--- config.mk ---
export PLATFORM = sky130hd
export DESIGN_NAME = fpu_seq_ctrl
export DESIGN_NICKNAME = d
export VERILOG_FILES = /design/src/rtl/fpu_seq_pkg.sv /design/src/rtl/fpu_op_decode.sv /design/src/rtl/fpu_unit_handshake.sv /design/src/rtl/fpu_seq_ctrl.sv
export SDC_FILE = /design/constraint.sdc
export NUM_CORES = 1
export LEC_CHECK = 0
export ABC_AREA = 1
export CAP_MARGIN = 30
export CORE_ASPECT_RATIO = 1.75
export CORE_MARGIN = 2
export CORE_UTILIZATION = 25
export CTS_CLUSTER_SIZE = 40
export DETAILED_ROUTE_END_ITERATION = 12
export DONT_BUFFER_PORTS = 1
export GPL_ROUTABILITY_DRIVEN = 0
export GPL_TIMING_DRIVEN = 0
export HOLD_SLACK_MARGIN = 0.05
export PLACE_DENSITY_LB_ADDON = 0.15
export SLEW_MARGIN = 20
export SYNTH_ARGS = -nofsm -noshare
export SYNTH_HDL_FRONTEND = slang
export SYNTH_SLANG_ARGS = --single-unit
--- constraint.sdc ---
create_clock -name clk -period 3.5 [get_ports clk]
set_clock_uncertainty 0.05 [all_clocks]
set_input_delay 1.05 -clock clk [delete_from_list [all_inputs] [get_ports clk]]
set_output_delay 1.05 -clock clk [all_outputs]
set_load 0.01 [all_outputs]
--- src/rtl/fpu_seq_pkg.sv ---
package fpu_seq_pkg;

  localparam int OP_W    = 5;
  localparam int N_UNITS = 6;
  localparam int RSEL_W  = 2;

  // unit slot order used for start and done vectors
  localparam int U_ADD   = 0;
  localparam int U_MUL   = 1;
  localparam int U_DIV   = 2;
  localparam int U_SQRT  = 3;
  localparam int U_CONV  = 4;
  localparam int U_ROUND = 5;

  localparam logic [OP_W-1:0] OPC_NOP   = 5'b00000;
  localparam logic [OP_W-1:0] OPC_ADD   = 5'b00001;
  localparam logic [OP_W-1:0] OPC_SUB   = 5'b00010;
  localparam logic [OP_W-1:0] OPC_MUL   = 5'b00011;
  localparam logic [OP_W-1:0] OPC_DIV   = 5'b00100;
  localparam logic [OP_W-1:0] OPC_SQRT  = 5'b00101;
  localparam logic [OP_W-1:0] OPC_CEIL  = 5'b00110;
  localparam logic [OP_W-1:0] OPC_FLOOR = 5'b00111;
  localparam logic [OP_W-1:0] OPC_FRAC  = 5'b01000;
  localparam logic [OP_W-1:0] OPC_F2I   = 5'b01001;
  localparam logic [OP_W-1:0] OPC_I2F   = 5'b01010;

  localparam logic [RSEL_W-1:0] RSEL_CEIL  = 2'b00;
  localparam logic [RSEL_W-1:0] RSEL_FLOOR = 2'b01;
  localparam logic [RSEL_W-1:0] RSEL_FRAC  = 2'b10;

  typedef enum logic [1:0] {
    ST_IDLE = 2'b00,
    ST_UNIT = 2'b01,
    ST_NORM = 2'b10
  } seq_state_t;

  typedef struct packed {
    logic                 is_nop;
    logic                 valid;
    logic [N_UNITS-1:0]   unit_sel;
    logic                 sub;
    logic                 to_int;
    logic [RSEL_W-1:0]    rsel;
  } op_info_t;

endpackage

--- src/rtl/fpu_op_decode.sv ---
module fpu_op_decode
  import fpu_seq_pkg::*;
(
  input  logic [OP_W-1:0] op_code,
  output op_info_t        info
);

  always_comb begin
    info          = '0;
    info.is_nop   = (op_code == OPC_NOP);
    info.valid    = 1'b1;
    case (op_code)
      OPC_NOP:   info.valid = 1'b0;
      OPC_ADD:   info.unit_sel[U_ADD] = 1'b1;
      OPC_SUB: begin
        info.unit_sel[U_ADD] = 1'b1;
        info.sub             = 1'b1;
      end
      OPC_MUL:   info.unit_sel[U_MUL]  = 1'b1;
      OPC_DIV:   info.unit_sel[U_DIV]  = 1'b1;
      OPC_SQRT:  info.unit_sel[U_SQRT] = 1'b1;
      OPC_CEIL: begin
        info.unit_sel[U_ROUND] = 1'b1;
        info.rsel              = RSEL_CEIL;
      end
      OPC_FLOOR: begin
        info.unit_sel[U_ROUND] = 1'b1;
        info.rsel              = RSEL_FLOOR;
      end
      OPC_FRAC: begin
        info.unit_sel[U_ROUND] = 1'b1;
        info.rsel              = RSEL_FRAC;
      end
      OPC_F2I: begin
        info.unit_sel[U_CONV] = 1'b1;
        info.to_int           = 1'b1;
      end
      OPC_I2F:   info.unit_sel[U_CONV] = 1'b1;
      default:   info.valid = 1'b0;
    endcase
  end

  // a valid code selects exactly one unit
  always_comb begin
    if (info.valid) begin
      a_r3_one_unit: assert ($countones(info.unit_sel) == 1);
    end
  end

endmodule

--- src/rtl/fpu_unit_handshake.sv ---
module fpu_unit_handshake (
  input  logic clk,
  input  logic rst_n,
  input  logic launch_hit,
  input  logic armed,
  input  logic done_in,
  output logic start,
  output logic done_hit
);

  logic start_q;

  always_ff @(posedge clk or negedge rst_n) begin
    if (!rst_n) begin
      start_q <= 1'b0;
    end else begin
      start_q <= launch_hit;
    end
  end

  assign start    = start_q;
  assign done_hit = armed & done_in;

  // a start pulse lasts one cycle
  a_r3_single_start: assert property (@(posedge clk) disable iff (!rst_n)
    start |=> !start);

endmodule

--- src/rtl/fpu_seq_ctrl.sv ---
module fpu_seq_ctrl
  import fpu_seq_pkg::*;
(
  input  logic              clk,
  input  logic              rst_n,
  input  logic [OP_W-1:0]   op_code,
  input  logic              add_done,
  input  logic              mul_done,
  input  logic              div_done,
  input  logic              sqrt_done,
  input  logic              conv_done,
  input  logic              round_done,
  input  logic              norm_done,
  output logic              add_start,
  output logic              add_sub_sel,
  output logic              mul_start,
  output logic              div_start,
  output logic              sqrt_start,
  output logic              conv_start,
  output logic              conv_to_int,
  output logic              round_start,
  output logic [RSEL_W-1:0] round_sel,
  output logic              norm_start,
  output logic              op_done
);

  seq_state_t          state_q, state_d;
  op_info_t            info;
  logic [N_UNITS-1:0]  done_vec;
  logic [N_UNITS-1:0]  start_vec;
  logic [N_UNITS-1:0]  hit_vec;
  logic [N_UNITS-1:0]  sel_q;
  logic                sub_q, to_int_q;
  logic [RSEL_W-1:0]   rsel_q;
  logic                norm_start_q, done_q;
  logic                in_idle, launch, reject, any_hit, norm_fin;

  assign done_vec[U_ADD]   = add_done;
  assign done_vec[U_MUL]   = mul_done;
  assign done_vec[U_DIV]   = div_done;
  assign done_vec[U_SQRT]  = sqrt_done;
  assign done_vec[U_CONV]  = conv_done;
  assign done_vec[U_ROUND] = round_done;

  fpu_op_decode u_decode (
    .op_code (op_code),
    .info    (info)
  );

  assign in_idle  = (state_q == ST_IDLE);
  assign launch   = in_idle & info.valid;
  assign reject   = in_idle & ~info.valid & ~info.is_nop;
  assign norm_fin = (state_q == ST_NORM) & norm_done;

  for (genvar g = 0; g < N_UNITS; g++) begin : g_unit
    fpu_unit_handshake u_hs (
      .clk        (clk),
      .rst_n      (rst_n),
      .launch_hit (launch & info.unit_sel[g]),
      .armed      ((state_q == ST_UNIT) & sel_q[g]),
      .done_in    (done_vec[g]),
      .start      (start_vec[g]),
      .done_hit   (hit_vec[g])
    );
  end

  assign any_hit = |hit_vec;

  // next-state logic
  always_comb begin
    state_d = state_q;
    case (state_q)
      ST_IDLE: if (launch)    state_d = ST_UNIT;
      ST_UNIT: if (any_hit)   state_d = ST_NORM;
      ST_NORM: if (norm_done) state_d = ST_IDLE;
      default:                state_d = ST_IDLE;
    endcase
  end

  // state and pulse registers
  always_ff @(posedge clk or negedge rst_n) begin
    if (!rst_n) begin
      state_q      <= ST_IDLE;
      norm_start_q <= 1'b0;
      done_q       <= 1'b0;
    end else begin
      state_q      <= state_d;
      norm_start_q <= (state_q == ST_UNIT) & any_hit;
      done_q       <= norm_fin | reject;
    end
  end

  // operation context, enabled on launch only
  always_ff @(posedge clk or negedge rst_n) begin
    if (!rst_n) begin
      sel_q    <= '0;
      sub_q    <= 1'b0;
      to_int_q <= 1'b0;
      rsel_q   <= '0;
    end else if (launch) begin
      sel_q    <= info.unit_sel;
      sub_q    <= info.sub;
      to_int_q <= info.to_int;
      rsel_q   <= info.rsel;
    end
  end

  assign add_start   = start_vec[U_ADD];
  assign mul_start   = start_vec[U_MUL];
  assign div_start   = start_vec[U_DIV];
  assign sqrt_start  = start_vec[U_SQRT];
  assign conv_start  = start_vec[U_CONV];
  assign round_start = start_vec[U_ROUND];
  assign add_sub_sel = sub_q;
  assign conv_to_int = to_int_q;
  assign round_sel   = rsel_q;
  assign norm_start  = norm_start_q;
  assign op_done     = done_q;

  // start outputs are mutually exclusive
  a_r10_start_onehot: assert property (@(posedge clk) disable iff (!rst_n)
    $onehot0({start_vec, norm_start_q}));

  // unit starts only appear in the waiting phase
  a_r3_start_in_unit: assert property (@(posedge clk) disable iff (!rst_n)
    (|start_vec) |-> (state_q == ST_UNIT));

  // normaliser start is a single pulse in the normalising phase
  a_r6_norm_single: assert property (@(posedge clk) disable iff (!rst_n)
    norm_start_q |-> ((state_q == ST_NORM) && !(|start_vec)));
  a_r6_norm_drop: assert property (@(posedge clk) disable iff (!rst_n)
    norm_start_q |=> !norm_start_q);

  // completion is a single pulse seen in idle
  a_r7_done_single: assert property (@(posedge clk) disable iff (!rst_n)
    op_done |=> !op_done);
  a_r7_done_idle: assert property (@(posedge clk) disable iff (!rst_n)
    op_done |-> (state_q == ST_IDLE));

  // mode controls hold while an operation runs
  a_r4_modes_hold: assert property (@(posedge clk) disable iff (!rst_n)
    ((state_q != ST_IDLE) && $past(state_q != ST_IDLE))
      |-> $stable({add_sub_sel, conv_to_int, round_sel}));

  // an undefined code gives completion and no start
  a_r8_reject: assert property (@(posedge clk) disable iff (!rst_n)
    (in_idle && !info.valid && !info.is_nop)
      |=> (op_done && !(|start_vec) && !norm_start_q));

endmodule

* After elaboration in Yosys (flattened, before gate mapping)
Index checks and enable logic that the tools add are counted.
Operators by class: eq/ne operators 15, multiplexer cells 14, bitwise logic cells 26, reductions and logical operators 8
Operators by type and width (number):
- $and A1 B1 Y1 | 23
- $eq A5 B3 Y1 const B | 4
- $eq A5 B4 Y1 const B | 3
- $eq A5 B2 Y1 const B | 2
- $reduce_or A10 Y1 | 1
- $mux W1 | 9
- $mux W2 | 3
- $pmux W2 S3 | 1
- $reduce_or A6 Y1 | 1
- $eq A5 B1 Y1 const B | 1
- $logic_not A5 Y1 | 1
- $ne A2 B2 Y1 const B | 2
- $pmux W2 S2 | 1
- $reduce_or A2 Y1 | 2
- $reduce_and A3 Y1 | 1
- $reduce_or A3 Y1 | 1
- $eq A2 B1 Y1 const B | 1
- $eq A2 B2 Y1 const B | 1
- $logic_not A2 Y1 | 1
- $ne A2 B1 Y1 const B | 1
- $not A1 Y1 | 2
- $or A1 B1 Y1 | 1
Word-level totals: flip-flop bits (word level) 20, output and inout bits 12, word-level logic and storage cells 76

* Depth between registers and ports, before layout
Gate-level depths: netlist of run 1.
word-level depth 7, depth in mapped cells 11, gate-level depth less buffers 10

* By module
From an unflattened synthesis of run 1, not the netlist that was laid out.
Second synthesis, totals: cell total of the unflattened synthesis 142, area total of the unflattened synthesis 1051.0 um2
Modules (own cells, without submodules):
- fpu_seq_ctrl | instances 1, cells an instance 83, area an instance 684.4 um2, sequential area each 350.3 um2
- fpu_unit_handshake | instances 6, cells an instance 3, area an instance 32.5 um2, sequential area each 25.0 um2
- fpu_op_decode | instances 1, cells an instance 41, area an instance 171.4 um2, sequential area each 0.0 um2

* Worst setup path before layout of run 1
No wires, ideal clock.
kind input-to-reg, start point input op_code[4], end point register to_int_q (netlist: conv_to_int), setup time 0.117 ns, arrival time 1.848 ns, data required time 3.333 ns, path slack 1.485 ns, stages on the path 11, buffers on the path 1, path through inv_2 nand2_1 nor2_1 nand2_1 nand2_1 nor2_2 nand2_4 nand2_2 buf_6 nand2_1 nand2_1
On the way: word-level cells in the longest chain between the ends 4
Ends and longest elaborated chain:
- start: declaration | RTL line fpu_seq_ctrl.sv:6 | input logic [OP_W-1:0] op_code,
- $eq A5 B1 Y1, or another cell as far along | RTL line fpu_op_decode.sv:12 | case (op_code)
- $reduce_or A10 Y1 (no line)
- $mux W1 | RTL line fpu_op_decode.sv:12
- $and A1 B1 Y1 | RTL line fpu_seq_ctrl.sv:51 | assign launch = in_idle & info.valid;
- end signal: assignment | RTL line fpu_seq_ctrl.sv:103 | to_int_q <= info.to_int;
- end: declaration | RTL line fpu_seq_ctrl.sv:33 | logic sub_q, to_int_q;
Parallel ways exist; a longest one is shown, timed or not. A chain may end at the register's enable or synchronous reset.

* Worst setup path in the final report of run 1
start point input op_code[3], end point register sel_q[3]
On the way: word-level cells in the longest chain between the ends 4
Ends and longest elaborated chain:
- $eq A5 B1 Y1, or another cell as far along | RTL line fpu_op_decode.sv:12
- $reduce_or A10 Y1 (no line)
- $mux W1 | RTL line fpu_op_decode.sv:12
- $and A1 B1 Y1 | RTL line fpu_seq_ctrl.sv:51
- end signal: assignment | RTL line fpu_seq_ctrl.sv:101 | sel_q <= info.unit_sel;
- end: declaration | RTL line fpu_seq_ctrl.sv:32 | logic [N_UNITS-1:0] sel_q;
Parallel ways exist; a longest one is shown, timed or not.

==> metrics.md, run 1 <==
| Metric | Value |
|---|---|
| Status | `complete, no violations` |
| Rel. slew slack | `between 70% and 80%` |
| Sequential cell area | `between 500 and 600 sq um` |
| Yosys reg bits | `20` |
| Final Critical Period | `between 1.5 and 2 ns` |
| Die area | `0.00432 sq mm` |
| Final worst-path cycle share | `between 50% and 60%` |
| R2R setup slack | `2.15 ns` |
| CTS tree | `yes` |
| Vias post-DR | `between 700 and 800` |
| Hold buffers post-CTS | `0` |
| H-tree depth | `1` |
| CTS Sinks | `20` |
| I/O pin cnt | `26` |
| Yosys cell types | `18` |
| Drt total wl | `around 1.9 mm` |
| Worst setup EP type | `flop` |
| Ys flop type | `dfrtp_1` |
| Leak pwr | `0.000653 uW` |
| Power Dens Cells | `565 mW/mm^2` |
| Critical path type | `input pin to flop` |
| Reg2reg start | `state_q[1]` |
| Max-cap violations | `0` |
| Vias in the first global route | `between 700 and 800` |
| DRT antenna net count | `0` |
| Seq pwr share | `~52%` |
| M3 GR Usage | `2.46%` |
| Final slew viol count | `0` |
| Vias per inst | `approximately 4.3` |
| Combinational power share | `approximately 23%` |
| Commonest cells in the netlist | `40 x nand2_1, 20 x dfrtp_1, 17 x inv_1, 17 x nand3_1, 6 x nor2_1` |
| Worst-skew pair later-pin latency | `~0.26 ns` |
| Clock buffer count from CTS | `3` |
| CP max FO | `10` |
| Peak supply drop | `between 150 and 200 uV` |
| Multi-input gate area | `~360 sq um` |
| First-pass GRT wire length | `approximately 3.4 mm` |
| Final hold violation count | `0` |
| Share of Yosys cell area claimed by the top area cell type | `a little over half` |
| Met1 usage | `between 10% and 20%` |
| Initial DRC count | `3` |
| Starting Density | `about a quarter` |
| Post-route DRC | `0` |
| Clock power share | `around a quarter` |
| Met2 global-route usage | `18.5%` |
| Horiz. Die Dim | `between 50 and 60 um` |
| Maximum clock path buffer count | `2` |
| Internal power | `396 uW` |
| PortBufs | `0` |
| Pre-CTS setup slack | `1.34 ns` |
| Share of layout cells above drive strength 1 | `between 10% and 20%` |
| Pwr Total | `about 600 uW` |
| Post-synthesis net count | `approximately 130` |
| Area leader, netlist | `dfrtp_1` |
| Largest cells by area after synthesis | `dfrtp_1 53%, nand2_1 16%, nand3_1 9.0%, inv_1 6.7%, nor2_2 2.6%` |
| Ys async rst share | `between 90% and 100%` |
| Filler cell count in the final layout | `416` |
| R2r endpoint | `sel_q[1]` |
| Busiest grt layer | `met2` |
| Core ar. | `0.00363 sq mm` |
| Post-CTS Resized | `0` |
| Synth Cell Area | `roughly 950 sq um` |
| GR Overflow Total | `0` |
| Antenna violations before repair | `0` |
| GRT Total Usage | `10.6%` |
| Area Overhead vs Synth | `10.4%` |
| Sw Pwr | `194 uW` |
| Worst Path Required | `approximately 3.6 ns` |
| HP Class | `input pin to asynchronous set/reset pin` |
| RSZ-0062 raised after global routing | `no` |
| Most frequent cell after synthesis | `nand2_1` |
| Final worst slack | `around 1.6 ns` |
| Avg Cell Area, Syn | `8.03 sq um` |
| YS warnings | `0` |
| Post-synthesis cell count | `around 120` |
| Reg clk slew, reported paths | `0.07 ns` |
| Die H | `85.4 um` |
| Peak Freq | `between 500 and 600 MHz` |
| Post-CTS Setup Inserts | `0` |
| Worst path arrival time | `1.97 ns` |
| Final HPWL from detailed placement | `1.59 mm` |
| Worst setup SP type | `input pin` |
| Clock root cell | `clkbuf_8` |
| DR WL/cell | `between 10 and 15 um` |
| Switching Fraction | `between 30% and 40%` |
| Setup TNS Final | `0 ns` |
| EDFF count, synth | `0` |
| Drt first pass iters | `4` |
| Sequential area share after synthesis | `52.8%` |
| Worst reg2reg path depth | `4` |
| Least-Margin Pin Slew | `around 0.39 ns` |
| Ant. Diodes | `0` |
| FP Rows | `29` |
| Final #Nets | `~140` |
| Setup violators final | `0` |
| Largest net degree at the start of global routing | `21` |
[power groups by stage]
| stage | logic, uW | clock network, uW | registers (uW) |
|---|---|---|---|
| after global routing | 160 | 163 | 313 |
| after global placement | 136 | 0 | 312 |
| after floorplan | 112 | 0 | 306 |
| after detailed placement | 140 | 0 | 313 |
| after CTS | 139 | 154 | 309 |
| final | 135 | 147 | 308 |
[worst max-delay path by stage]
stage / start / endpoint / cells past startpoint
detailed placement: op_code[3] / sel_q[5] / 11
global route: op_code[4] / sel_q[3] / 11
floorplan: op_code[4] / conv_to_int / 11
CTS: op_code[3] / sel_q[5] / 11
finish: op_code[3] / sel_q[3] / 11
global placement: op_code[1] / round_sel[1] / 9
[critical path, cell delays in order]
cell	delay, ns
inv_1	0.09
nand2_1	0.08
nor2_1	0.10
nand2_1	0.09
nand2_1	0.09
nor2_2	0.05
nand2_4	0.10
nand2_2	0.07
buf_6	0.15
nand2_1	0.05
nand2_1	0.04
[layout by cell type, fill, tap and decap left out, types with 2 or more instances in the layout]
cell type,instances
inv_1,17
nor2_2,4
dfrtp_1,20
clkbuf_8,3
nor3_1,2
nand2_1,40
nand3_1,17
nand2_2,2
nor2_1,6
[layout make-up]
type                       instances  area share (%)
buffer                             2            1.44
sequential                        20            47.8
tap                               46            5.50
multi-input combinational         78            34.8
inverter                          18            6.46
clock buffer                       3            3.95
[per-layer routing]
metal	up-vias	routed length (um)
met4	0	59
met3	5	115
met2	23	1020
li1	371	-
met5	-	0
met1	326	746
[metrics by stage]
stage / area, sq um / hold WS [ns] / util (%) / cells
after floorplan: 947 / 0.392 / - / 118
after detailed placement: 1000 / 0.416 / 27.7 / 164
after global placement: 1000 / 0.406 / 27.7 / 164
after CTS: 1050 / 0.425 / 28.8 / 167
after global routing: 1050 / 0.416 / 28.8 / 167
final: 1050 / 0.430 / 28.8 / 167
[cell families (layout without fill, tap and decap cells)]
kind of cell           Yosys count  after routing  share of synthesized area [%]
DFF                             20             20                           52.8
and+or+nand+nor                 75             75                           36.1
buffers and inverters           20             23                           8.72
AOI/OAI and AO/OA                3              3                           2.38
[flip-flops by register name (all words and copies together) (netlist names)]
name,flops
state_q,2
sel_q,6
op_done,1
round_sel,2
g_unit.u_hs.start,6
norm_start,1
add_sub_sel,1
conv_to_int,1
Power figures use the tool's default switching activity.
==> inputs of run 2 (changes only) <==
Clock period 3.5 ns to 1.7 ns, I/O delays scaled along.
==> metrics.md, run 2 (synthesis results as in run 1) <==
| Metric | Value |
|---|---|
| Final Cell Area | `0.00107 sq mm (was 0.00105 sq mm)` |
| Final slew viol count | `0 (unchanged)` |
| CTS Sinks | `20 (unchanged)` |
| Final HPWL from detailed placement | `1.59 mm (unchanged)` |
| Die H | `85.4 um (unchanged)` |
| Seq pwr share | `51.6% (was 52.2%)` |
| Drt first pass iters | `4 (unchanged)` |
| Post-CTS Resized | `0 (unchanged)` |
| RSZ-0062 raised after global routing | `no (unchanged)` |
| DRT antenna net count | `0 (unchanged)` |
| Peak Freq | `between 700 and 800 MHz` |
| GRT Total Usage | `10.6% (about the same)` |
| HP Class | `input pin to flop (was input pin to asynchronous set/reset pin)` |
| Vias per inst | `4.34 (about the same)` |
| Reg clk slew, reported paths | `0.07 ns (about the same)` |
| DR WL/cell | `11.5 um (was 11.6 um)` |
| R2R setup slack | `0.35 ns (was 2.15 ns)` |
| Vias in the first global route | `789 (was 786)` |
| CP max FO | `10 (unchanged)` |
| Final hold violation count | `0 (unchanged)` |
| Die area | `0.00432 sq mm (unchanged)` |
| Worst setup EP type | `flop (unchanged)` |
| Final Critical Period | `about 1.3 ns` |
| Most common cell after layout, fill and taps aside | `nand2_1 (unchanged)` |
| Leak pwr | `0.000663 uW (was 0.000653 uW)` |
| Internal power | `820 uW (was 396 uW)` |
| Ant. Diodes | `0 (unchanged)` |
| First-pass GRT wire length | `3.42 mm (was 3.40 mm)` |
| Share of layout cells above drive strength 1 | `11.4% (was 10.7%)` |
| Sw Pwr | `409 uW (was 194 uW)` |
| FP Rows | `29 (unchanged)` |
| Worst-skew pair later-pin latency | `0.26 ns (about the same)` |
| GR Overflow Total | `0 (unchanged)` |
| Worst path arrival time | `1.49 ns (was 1.97 ns)` |
| Cell Chain, Critical Path | `nor2_1 > clkbuf_1 > nand3_1 > nand2_1 (was inv_1 > nand2_1 > nor2_1 > nand2_1 > nand2_1 > nor2_2 > nand2_4 > nand2_2 > buf_6 > nand2_1 > nand2_1)` |
| Initial DRC count | `3 (unchanged)` |
| Worst Path Required | `1.84 ns (was 3.60 ns)` |
| Starting Density | `26.1% (unchanged)` |
| H-tree depth | `1 (unchanged)` |
| Max-cap violations | `0 (unchanged)` |
| Antenna violations before repair | `0 (unchanged)` |
| DP Area | `0.00100 sq mm (unchanged)` |
| Final #Nets | `139 (was 137)` |
| Combinational power share | `23.7% (was 22.9%)` |
| Vias post-DR | `733 (was 725)` |
| PortBufs | `0 (unchanged)` |
| CTS tree | `yes (unchanged)` |
| Switching Fraction | `33.3% (was 32.9%)` |
| Clock power share | `24.7% (was 25.0%)` |
| I/O pin cnt | `26 (unchanged)` |
| Final worst-path cycle share | `a little under 80%` |
| Horiz. Die Dim | `50.5 um (unchanged)` |
| Setup TNS Final | `0 ns (unchanged)` |
| Power Dens Cells | `1150 mW/mm^2 (was 565 mW/mm^2)` |
| Worst path slowest cell | `dfrtp_1 (was buf_6)` |
| Critical path type | `flop to flop (was input pin to flop)` |
| Worst setup SP type | `flop (was input pin)` |
| Commonest non-fill, non-tap cells in the layout | `40 x nand2_1, 20 x dfrtp_1, 17 x inv_1, 17 x nand3_1, 6 x nor2_1 (unchanged)` |
| Status | `complete, no violations (unchanged)` |
| Pwr Total | `1230 uW (was 591 uW)` |
| Maximum clock path buffer count | `2 (unchanged)` |
| Drt total wl | `1.95 mm (was 1.94 mm)` |
| Clock buffer count from CTS | `3 (unchanged)` |
| Post-layout util | `29.4% (was 28.8%)` |
| Clock root cell | `clkbuf_8 (unchanged)` |
| Least-Margin Pin Slew | `0.388 ns (unchanged)` |
| Rel. slew slack | `74.1% (unchanged)` |
| Setup violators final | `0 (unchanged)` |
| Peak supply drop | `367 uV (was 178 uV)` |
| Area Overhead vs Synth | `12.7% (was 10.4%)` |
| Core ar. | `0.00363 sq mm (unchanged)` |
| Worst path max stage delay | `0.41 ns (was 0.15 ns)` |
| Post-route DRC | `0 (unchanged)` |
| Largest net degree at the start of global routing | `21 (unchanged)` |
## run 2: cell type report
class,instances,area (sq um)
clock buffers,3,41.3
multi-input cells,78,364
inverters,18,67.6
plain buffers,2,15.0
repair buffers,2,21.3
flip-flops and latches,20,500
fillers,416,2560
well taps,46,57.6
## run 2: final timing paths
kind,start,depth (start not counted),end
min,norm_done,2,state_q[1]
max in group asynchronous,rst_n,2,add_sub_sel
max reg2reg,state_q[1],4,sel_q[1]
min reg2reg,sel_q[2],2,sel_q[2]
min in group asynchronous,rst_n,1,g_unit[0].u_hs.start
max,state_q[1],4,sel_q[1]
## run 2: per-layer routing
| metal | routed length, um | share of wire [%] | global-route usage (%) |
|---|---|---|---|
| met1 | 754 | 39 | 10.7 |
| met2 | 1020 | 52 | 18.5 |
| met3 | 112 | 5.7 | 2.64 |
| met4 | 59 | 3.0 | 7.37 |
| met5 | 0 | 0 | 0 |
## run 2: critical path: cells and delay by family (launching register included)
family        cells  cell delay [ns]
buf+inv           1             0.35
flops             1             0.41
simple gates      3             0.47
## run 2: power by group through the flow
stage | sequential [uW] | clock, uW | combinational, uW
floorplan | 630 | 0 | 230
global placement | 641 | 0 | 280
detailed placement | 644 | 0 | 287
CTS | 636 | 317 | 298
global route | 645 | 336 | 344
finish | 634 | 304 | 291
## run 2: what timing repair did
item	4_1_cts	5_1_grt
hold endpoints to repair	20	0
hold buffers	1	0
setup buffers	0	0
## run 2: metrics by stage
stage | hold WS [ns] | setup WS [ns] | std cells
floorplan | 0.164 | 0.225 | 118
global placement | 0.165 | 0.0933 | 164
detailed placement | 0.165 | 0.0754 | 164
CTS | 0.365 | 0.191 | 168
global route | 0.373 | 0.172 | 169
finish | 0.365 | 0.354 | 169
==> inputs of run 3 (changes only) <==
Clock period 1.7 ns to 1.4 ns, I/O delays scaled along.
==> metrics.md, run 3 (synthesis results as in run 1) <==
| Metric | Value |
|---|---|
| Die area | `0.00432 sq mm (unchanged)` |
| Rel. slew slack | `74.1% (unchanged)` |
| DR WL/cell | `11.7 um (was 11.5 um)` |
| Setup violators final | `0 (unchanged)` |
| GR Overflow Total | `0 (unchanged)` |
| Maximum clock path buffer count | `2 (unchanged)` |
| Worst setup SP type | `flop (unchanged)` |
| Filler cell count in the final layout | `415 (was 416)` |
| Largest net degree at the start of global routing | `21 (unchanged)` |
| Final Critical Period | `1.24 ns (was 1.35 ns)` |
| Power Dens Cells | `1410 mW/mm^2 (was 1150 mW/mm^2)` |
| Post-route DRC | `0 (unchanged)` |
| Worst setup EP type | `flop (unchanged)` |
| Leak pwr | `0.000655 uW (was 0.000663 uW)` |
| Initial DRC count | `5 (was 3)` |
| DP Area | `0.00100 sq mm (unchanged)` |
| Least-Margin Pin Slew | `0.388 ns (unchanged)` |
| CTS Sinks | `20 (unchanged)` |
| Final worst-path cycle share | `88.4% (was 79.2%)` |
| FP Rows | `29 (unchanged)` |
| Status | `finished, violations left (was complete, no violations)` |
| Critical path type | `flop to flop (unchanged)` |
| Peak supply drop | `447 uV (was 367 uV)` |
| Clock root cell | `clkbuf_8 (unchanged)` |
| Peak Freq | `808 MHz (was 743 MHz)` |
| Die H | `85.4 um (unchanged)` |
| Fin Hold WS | `-0.200 ns (was 0.365 ns)` |
| Layout Cells excl Fill | `167 (was 169)` |
| RSZ-0062 raised after global routing | `no (unchanged)` |
| Final Cell Area | `0.00105 sq mm (was 0.00107 sq mm)` |
| Vias per inst | `4.32 (was 4.34)` |
| Pwr Total | `1480 uW (was 1230 uW)` |
| Most common cell after layout, fill and taps aside | `nand2_1 (unchanged)` |
| Worst Path Required | `1.50 ns (was 1.84 ns)` |
| CTS tree | `yes (unchanged)` |
| Vias post-DR | `721 (was 733)` |
| Clock buffer count from CTS | `3 (unchanged)` |
| Dpl cells | `164 (unchanged)` |
| Area Overhead vs Synth | `11.1% (was 12.7%)` |
| Post-layout util | `29.0% (was 29.4%)` |
| First-pass GRT wire length | `3.40 mm (was 3.42 mm)` |
| Antenna violations before repair | `0 (unchanged)` |
| DRT antenna net count | `0 (unchanged)` |
| Failing checks | `hold timing` |
| Commonest non-fill, non-tap cells in the layout | `40 x nand2_1, 20 x dfrtp_1, 17 x inv_1, 17 x nand3_1, 6 x nor2_2 (was 40 x nand2_1, 20 x dfrtp_1, 17 x inv_1, 17 x nand3_1, 6 x nor2_1)` |
| GRT Total Usage | `10.6% (about the same)` |
| Max-cap violations | `0 (unchanged)` |
| I/O pin cnt | `26 (unchanged)` |
| Ant. Diodes | `0 (unchanged)` |
| Final #Nets | `137 (was 139)` |
| H-tree depth | `1 (unchanged)` |
| PortBufs | `0 (unchanged)` |
| Worst-skew pair later-pin latency | `0.26 ns (about the same)` |
| Final HPWL from detailed placement | `1.59 mm (unchanged)` |
| Drt first pass iters | `4 (unchanged)` |
| Reg clk slew, reported paths | `0.07 ns (about the same)` |
| Horiz. Die Dim | `50.5 um (unchanged)` |
| Vias in the first global route | `788 (was 789)` |
| CP max FO | `2 (was 10)` |
| HP Class | `input pin to asynchronous set/reset pin (was input pin to flop)` |
| Starting Density | `26.1% (unchanged)` |
| Final slew viol count | `0 (unchanged)` |
| Final hold violation count | `20 (was 0)` |
| Share of layout cells above drive strength 1 | `13.2% (was 11.4%)` |
| Worst path arrival time | `1.34 ns (was 1.49 ns)` |
| Core ar. | `0.00363 sq mm (unchanged)` |
| Drt total wl | `1.95 mm (about the same)` |
==> run 3: changes by cell type in the layout (fill, tap and decap cells not counted) <==
cell	delta
nor2_2	+2
nor2_1	-2
dlygate4sd3_1	-1
buf_6	-1
clkbuf_2	+1
clkbuf_1	-1
==> run 3: worst max-delay path, cell delays in order, from the launching register on <==
cell	delay (ns)
dfrtp_1	0.38
nand2_1	0.07
nand2_1	0.05
a221oi_1	0.33
nand2_1	0.10
nand2_1	0.10
nand2_1	0.05
==> run 3: area by class of cell <==
type,instances,area [sq um],area share (%)
buffer,2,16.3,1.55
multi-input combinational,78,369,35.1
sequential,20,500,47.6
clock buffer,3,41.3,3.92
inverter,18,67.6,6.42
tap,46,57.6,5.47
==> run 3: where the power goes <==
part / switching [uW] / leakage [uW] / internal [uW]
Sequential: 85.1 / 0.000272 / 686
Combinational: 225 / 0.000362 / 120
Clock: 177 / 0.0000216 / 192
Total: 488 / 0.000655 / 997
==> run 3: path summary, 6_finish.rpt <==
check	start	end	slack [ns]	cells after the start
max	sel_q[3]	state_q[1]	0.16	6
min	rst_n	g_unit[0].u_hs.start	-0.20	0
max reg2reg	sel_q[3]	state_q[1]	0.16	6
min reg2reg	sel_q[2]	sel_q[2]	0.43	2
max in group asynchronous	rst_n	add_sub_sel	1.43	0
min in group clk	norm_done	state_q[1]	0.27	2
==> run 3: repair_timing <==
item | CTS | global route
resized for setup | 0 | 4
endpoints found under the hold margin | 20 | 20
setup buffers | 0 | 0
setup endpoints to repair | 0 | 16
==> run 3: per-layer routing <==
metal | track usage [%] | vias up | share of wire (%) | wire length (um)
li1 | - | 371 | - | -
met1 | 10.7 | 324 | 39 | 760
met2 | 18.5 | 21 | 52 | 1020
met3 | 2.46 | 5 | 5.7 | 112
met4 | 7.37 | 0 | 3.0 | 59
met5 | 0 | - | 0 | 0
==> run 3: per-stage QoR <==
stage	TNS (ns)	hold slack (ns)	worst slack, ns
after floorplan	0	0.0744	0.0148
after global placement	-1.06	0.0749	-0.117
final	0	-0.200	0.162
after global routing	0	-0.214	0.00886
after CTS	0	-0.205	0.0411
after detailed placement	-1.21	0.0749	-0.135
